<file path="src/rtl/lut3_pkg.sv">
`timescale 1ns/1ps
package lut3_pkg;

  typedef enum logic [1:0] {
    MODE_COMB        = 2'd0,
    MODE_TR2_SAMPLED = 2'd1,
    MODE_REGISTERED  = 2'd2,
    MODE_SET_CLEAR   = 2'd3
  } cell_mode_e;

  localparam int unsigned TRIG_COUNT = 3;
  localparam int unsigned TABLE_W    = 1 << TRIG_COUNT;

  // Truth-table lookup: index n returns bit n.
  function automatic logic table_pick(input logic [TABLE_W-1:0] tbl,
                                      input logic [TRIG_COUNT-1:0] idx);
    return tbl[idx];
  endfunction

  // Set/clear resolution with set priority; otherwise keep the held bit.
  function automatic logic sr_resolve(input logic set_in, input logic clr_in,
                                      input logic held);
    if (set_in) return 1'b1;
    if (clr_in) return 1'b0;
    return held;
  endfunction

endpackage

</file>
<file path="src/rtl/lut3_src_mux.sv">
`timescale 1ns/1ps
module lut3_src_mux #(
  parameter int NUM_CELLS = 8,
  parameter int HALF      = 0,
  localparam int IDX_W    = $clog2(NUM_CELLS),
  localparam int SEL_W    = IDX_W + 1
) (
  input  logic [SEL_W-1:0]     sel,
  input  logic [NUM_CELLS-1:0] cell_fb,
  input  logic [NUM_CELLS-1:0] chip_sig,
  input  logic [NUM_CELLS-1:0] pad_sig,
  output logic                 src
);
  localparam int GRP_W = IDX_W - 1;

  logic             is_port;
  logic             is_pad;
  logic [IDX_W-1:0] fb_idx;
  logic [IDX_W-1:0] port_idx;

  assign is_port = sel[SEL_W-1];
  assign is_pad  = sel[SEL_W-2];
  assign fb_idx  = sel[IDX_W-1:0];

  // The half parameter picks which group of port lines the local code reaches.
  generate
    if (HALF != 0) begin : g_upper
      assign port_idx = {1'b1, sel[GRP_W-1:0]};
    end else begin : g_lower
      assign port_idx = {1'b0, sel[GRP_W-1:0]};
    end
  endgenerate

  always_comb begin
    if (!is_port)    src = cell_fb[fb_idx];
    else if (is_pad) src = pad_sig[port_idx];
    else             src = chip_sig[port_idx];
  end

endmodule

</file>
<file path="src/rtl/lut3_state.sv">
`timescale 1ns/1ps
module lut3_state (
  input  logic clk,
  input  logic rst,
  input  logic enable,
  input  logic tr2_in,
  input  logic comb_bit,
  input  logic sr_next,
  output logic tr2_q,
  output logic out_q,
  output logic sr_q
);
  // All three flops update in every mode so a mode change never sees stale state.
  always_ff @(posedge clk) begin
    if (rst) begin
      tr2_q <= 1'b0;
      out_q <= 1'b0;
      sr_q  <= 1'b0;
    end else if (enable) begin
      tr2_q <= tr2_in;
      out_q <= comb_bit;
      sr_q  <= sr_next;
    end
  end

endmodule

</file>
<file path="src/rtl/lut3_cell.sv">
`timescale 1ns/1ps
module lut3_cell #(
  parameter int NUM_CELLS = 8,
  parameter int HALF      = 0,
  localparam int IDX_W    = $clog2(NUM_CELLS),
  localparam int SEL_W    = IDX_W + 1,
  localparam int TBL_W    = lut3_pkg::TABLE_W
) (
  input  logic                 clk,
  input  logic                 rst,
  input  logic                 enable,
  input  logic [1:0]           mode,
  input  logic [TBL_W-1:0]     table_bits,
  input  logic [SEL_W-1:0]     sel_tr0,
  input  logic [SEL_W-1:0]     sel_tr1,
  input  logic [SEL_W-1:0]     sel_tr2,
  input  logic [NUM_CELLS-1:0] cell_fb,
  input  logic [NUM_CELLS-1:0] chip_sig,
  input  logic [NUM_CELLS-1:0] pad_sig,
  output logic                 cell_out
);
  import lut3_pkg::*;

  localparam int NTRIG = TRIG_COUNT;

  logic [SEL_W-1:0] sel_arr [NTRIG];
  logic [NTRIG-1:0] trig;
  logic [NTRIG-1:0] idx_held;
  logic             comb_bit;
  logic             held_bit;
  logic             sr_next;
  logic             upd_en;
  logic             tr2_q;
  logic             out_q;
  logic             sr_q;
  cell_mode_e       mode_e;

  assign sel_arr[0] = sel_tr0;
  assign sel_arr[1] = sel_tr1;
  assign sel_arr[2] = sel_tr2;

  generate
    for (genvar t = 0; t < NTRIG; t++) begin : g_trig
      lut3_src_mux #(.NUM_CELLS(NUM_CELLS), .HALF(HALF)) u_mux (
        .sel      (sel_arr[t]),
        .cell_fb  (cell_fb),
        .chip_sig (chip_sig),
        .pad_sig  (pad_sig),
        .src      (trig[t])
      );
    end
  endgenerate

  assign idx_held = {tr2_q, trig[1:0]};
  assign comb_bit = table_pick(table_bits, trig);
  assign held_bit = table_pick(table_bits, idx_held);
  assign sr_next  = sr_resolve(trig[0], trig[1], sr_q);
  assign upd_en   = enable & ~rst;
  assign mode_e   = cell_mode_e'(mode);

  lut3_state u_state (
    .clk      (clk),
    .rst      (rst),
    .enable   (enable),
    .tr2_in   (trig[2]),
    .comb_bit (comb_bit),
    .sr_next  (sr_next),
    .tr2_q    (tr2_q),
    .out_q    (out_q),
    .sr_q     (sr_q)
  );

  always_comb begin
    unique case (mode_e)
      MODE_COMB:        cell_out = comb_bit;
      MODE_TR2_SAMPLED: cell_out = held_bit;
      MODE_REGISTERED:  cell_out = out_q;
      MODE_SET_CLEAR:   cell_out = sr_next;
      default:          cell_out = comb_bit;
    endcase
  end

endmodule

</file>
<file path="config.mk">
export PLATFORM = sky130hd
export DESIGN_NAME = lut3_cell
export DESIGN_NICKNAME = d
export VERILOG_FILES = /design/src/rtl/lut3_pkg.sv /design/src/rtl/lut3_src_mux.sv /design/src/rtl/lut3_state.sv /design/src/rtl/lut3_cell.sv
export SDC_FILE = /design/constraint.sdc
export NUM_CORES = 1
export LEC_CHECK = 0
export ABC_AREA = 0
export BUFFER_PORTS_ARGS = -buffer_cell sky130_fd_sc_hd__buf_2
export CAP_MARGIN = 20
export CORE_ASPECT_RATIO = 0.9
export CORE_MARGIN = 10
export CORE_UTILIZATION = 42
export DETAILED_ROUTE_END_ITERATION = 10
export PLACE_DENSITY = 0.87
export SETUP_SLACK_MARGIN = 0.3
export SLEW_MARGIN = 20
export SYNTH_ARGS = -nofsm -noshare
export SYNTH_HDL_FRONTEND = slang
export SYNTH_HIERARCHICAL = 1
export SYNTH_SLANG_ARGS = --single-unit
</file>
<file path="constraint.sdc">
create_clock -name clk -period 7.5 [get_ports clk]
set_input_delay 1.5 -clock clk [delete_from_list [all_inputs] [get_ports clk]]
set_output_delay 1.5 -clock clk [all_outputs]
set_load 0.02 [all_outputs]
</file>
Yosys cells after proc, flatten, opt, wreduce, memory -nomap -nowiden
Cells that the tools add are included.
{ "op_classes": {"addsub": 0, "n_mul": 0, "div_mod_pow": 0, "magnitude_cmp": 8, "n_eq_ne": 3, "shift": 0, "muxes": 36, "bitwise": 0, "reduce_logical": 1} }
{ "ops": {"columns": ["op", "count"], "rows": [
  ["two-way mux 1 bit", 24],
  ["less-than comparator 3 x 4 -> 1 bit (second input constant)", 5],
  ["binary-select mux 1 bit (select 3 bit)", 5],
  ["binary-select mux 1 bit (select 2 bit)", 6],
  ["less-than comparator 2 x 4 -> 1 bit (second input constant)", 3],
  ["equality test 2 bit (second input constant)", 2],
  ["case mux 1 bit (4 select lines)", 1],
  ["equality test 2 x 1 -> 1 bit (second input constant)", 1],
  ["zero test 2 bit", 1]
]} }
{ "totals": {"register_bits": 3, "latch_bits": 0, "ram_bits": 0, "romBits": 0, "inputBits": 49, "out_inout_bits": 1, "word_cells": 51, "mem_count": 0} }

Depth between registers and ports, before layout
{ "depth": {"ltp_word": 9, "ltp_mapped": 9, "depth_no_buf": 8} }

By module
The synthesis kept the hierarchy.
{ "by_module_without_submodules": {"columns": ["mod", "n_inst", "cells_each", "area_per_inst_um2", "seq_area_each_um2"], "rows": [
  ["lut3_src_mux", 3, 7, 135.1, 0.0],
  ["lut3_cell", 1, 16, 150.1, 0.0],
  ["lut3_state", 1, 9, 101.3, 60.1]
]} }

Worst setup path after synthesis
OpenSTA, ideal clock, no wires.
{ "synth_timing": {"path_kind": "input -> output", "from": "in sel_tr1[0]", "to": "out cell_out", "t_arrival_ns": 3.311, "required_ns": 6.000, "setup_slack_ns": 2.689, "path_stages": 8, "path_buffers": 1, "cell_sequence": "mux4_1 -> mux2i_1 -> mux2i_1 -> buf_6 -> mux2i_1 -> mux4_1 -> nand2b_1 -> a22o_1"} }
{ "synth_between": {"elab_chain_cells": 9, "elab_cells_between_ends": 18, "cone_classes": "mux: 18"} }
{ "synth_rtl": {"columns": ["item", "line", "text"], "rows": [
  ["from (decl)", "lut3_cell.sv:15", "input logic [SEL_W-1:0] sel_tr1,"],
  ["binary-select mux 1 bit (select 2 bit) (on tied branches)", "lut3_src_mux.sv:37, lut3_src_mux.sv:36", null],
  ["two-way mux 1 bit (on tied branches)", "lut3_src_mux.sv:37, lut3_src_mux.sv:36", null],
  ["two-way mux 1 bit", "lut3_src_mux.sv:36", "else if (is_pad) src = pad_sig[port_idx];"],
  ["two-way mux 1 bit (*)", "lut3_src_mux.sv:35", "if (!is_port) src = cell_fb[fb_idx];"],
  ["named net idx_held[1]", "lut3_cell.sv:28", "logic [NTRIG-1:0] idx_held;"],
  ["two-way mux 1 bit (2 in series)", "lut3_pkg.sv:24", "if (clr_in) return 1'b0;"],
  ["two-way mux 1 bit", "lut3_pkg.sv:25", "return held;"],
  ["two-way mux 1 bit", "lut3_pkg.sv:24", null],
  ["case mux 1 bit (4 select lines) (*)", "lut3_cell.sv:74", "unique case (mode_e)"],
  ["to (decl)", "lut3_cell.sv:20", "output logic cell_out"]
]} }
Mark *: on every way through the listed nets, which the timed path passes. The rest lies on a longest branch. The select of a mux whose other input is x is not followed.

Worst setup path after layout
Ends and elaborated chain as after synthesis.

==> summary.md <==
| Metric | Value |
|---|---|
| Pin count of the biggest net entering global routing | 6 |
| Ports | 50 |
| Hold WS | 505 ps |
| Initial Util | 44.9% |
| Total iterations of the first detailed-routing run | 4 |
| HP Class | reg -> reg |
| PD cells | 112 nW/µm² |
| Root Driver | clkbuf_4 |
| Synth cell types | 10 |
| Syn nets | 95 |
| Site row count | 13 |
| Fin. max-slew vios | 0 |
| Core Box Area | 1460 µm² |
| Vias in the first global route | 742 |
| Die H | 57.5 µm |
| Min cycle time layout | 5220 ps |
| Mapped Avg Cell Area | 14.3 µm² |
| Share of layout cells above drive strength 1 | 50.0% |
| Die area | 3550 µm² |
| Post-DRT Antenna Nets | 0 |
| Worst slew margin | 60.3% |
| Vias per cell | 5.81 |
| Synth-to-Final Area Change | 36.4% |
| Global-route wire length before repair | 2.97 mm |
| Placed instance area | 870 µm² |
| Post-CTS Setup Repair Bufs | 0 |
| Setup CP Type | in -> out |
| CTS Buf Count | 3 |
| Final period utilization | 69.6% |
| N_diodes | 0 |
| Worst-case clock buffer depth | 2 |
| Hold buffer count at CTS | 0 |
| Worst EP required | 6000 ps |
| Setup_tns | 0 ps |
| Post-synthesis register bit count | 3 |
| Clk slew on worst S/H paths | 40 ps |
| DR iter-0 viols | 16 |
| Clock Latency Late Sink | 230 ps |
| Slew @ Worst Pin | 579 ps |
| Layout Nets | 140 |
| Final setup vio count | 0 |
| CTS Sinks | 3 |
| Residual DRC | 0 |
| Placer Congestion | 0.725 |
| Worst Skew | 0 ps |
| Highest clock rate | 192 MHz |
| Status | finished, final reports clean |
| Worst Path Max Fanout | 5 |
| Maximum VDD drop | 0.0487 mV |
| Total gr overflow | 0 |
| Via Count | 610 |
| Fin area | 896 µm² |
| RSZ-0062 raised after global routing | false |
| Arr. time, crit path | 3720 ps |
| Die width | 61.7 µm |
| Final Hold Violating Endpoints | 0 |
| CP Capture Type | primary output |
| LEAKAGE | 0.477 nW |
| CTS H-tree lvls | 1 |
| Detailed-route wire length | 1.83 mm |
| Crit path launch type | input port |
| Synthesized instance count | 46 |
| Routed WL per cell | 17.4 µm |
| Final core occ | 61.2% |
| IO buf count | 41 |
| Sequential share of the synthesized area | 9.14% |
| CTS resizes | 0 |
| All-Layer GR Usage | 10.7% |
| Max Cap Viol | 0 |
| CTS tree | yes |
| Yosys warns | 6 |
| R2R Setup Slk | 6640 ps |
| Netlist Area Pre-Place | 657 µm² |
| Initial antenna violation count | 0 |
-- report_power, final --
group	total (mW)	internal, mW	switching [mW]	leakage (nW)
combinational	0.0532	0.0312	0.0219	0.437
sequential	0.0190	0.0179	0.00112	0.0248
clock	0.0282	0.0199	0.00824	0.0150
total	0.100	0.0691	0.0313	0.477
-- layout by cell type, fill, tap and decap left out, drive strengths merged --
cell | synthesis | final
buf | 1 | 41
mux2i | 17 | 17
mux4 | 14 | 14
inv | 4 | 4
clkbuf | 0 | 4
nor2 | 3 | 3
dfxtp | 3 | 3
a21oi | 2 | 2
nand2b | 1 | 1
a22o | 1 | 1
-- layer usage --
metal	vias to the layer above	global-route usage [%]	share of wire, %	routed length, µm
met5	-	0	0	0
met4	0	3.82	0.33	6
met3	2	3.76	9.1	167
met2	37	19.2	52	951
met1	274	10.9	39	707
li1	297	-	-	-
-- Yosys cell counts, drive strengths merged --
cell | count | share of area, %
mux2i | 17 | 26
mux4 | 14 | 55
inv | 4 | 2.3
dfxtp | 3 | 9.1
nor2 | 3 | 1.7
a21oi | 2 | 1.5
a22o | 1 | 1.3
buf | 1 | 1.7
nand2b | 1 | 0.95
-- sequential cells by signal, summed over array words and instances, names as in the netlist --
signal         cells
u_state/out_q      1
u_state/sr_q       1
u_state/tr2_q      1
-- path summary, 6_finish.rpt --
check,from,endpoint,cells after the start
worst max register to register,u_state/sr_q,u_state/sr_q,4
worst min register to register,u_state/out_q,u_state/out_q,2
worst max-delay path,sel_tr1[0],cell_out,9
worst min-delay path,u_state/out_q,u_state/out_q,2
-- logic make-up after synthesis --
family / Yosys count / synth area share, %
AOI/OAI and AO/OA: 3 / 2.86
DFF: 3 / 9.14
muxes: 31 / 81.3
buffers and inverters: 5 / 4.00
and+or+nand+nor: 4 / 2.67
-- worst max-delay path, cell delays in order --
cell	delay [ps]
buf_2	140
mux4_1	580
mux2i_1	150
mux2i_1	220
mux2i_1	190
mux4_1	560
nand2b_1	90
a22o_1	120
buf_2	160
-- through the flow --
stage | worst slack [ps] | instances | total power [mW]
finish | 2280 | 105 | 0.100
global route | 2150 | 105 | 0.108
CTS | 2250 | 105 | 0.102
detailed placement | 2250 | 101 | 0.0728
global placement | 2340 | 101 | 0.0706
floorplan | 2690 | 46 | 0.0542
-- layout make-up --
class                      count  area, µm²
inverter                       4       15.0
multi-input combinational     38        571
sequential                     3       60.1
clock buffer                   4       26.3
fill                         115        568
tap                           15       18.8
timing repair buffer          41        205
Note: power is estimated with default switching activity, not from simulation.
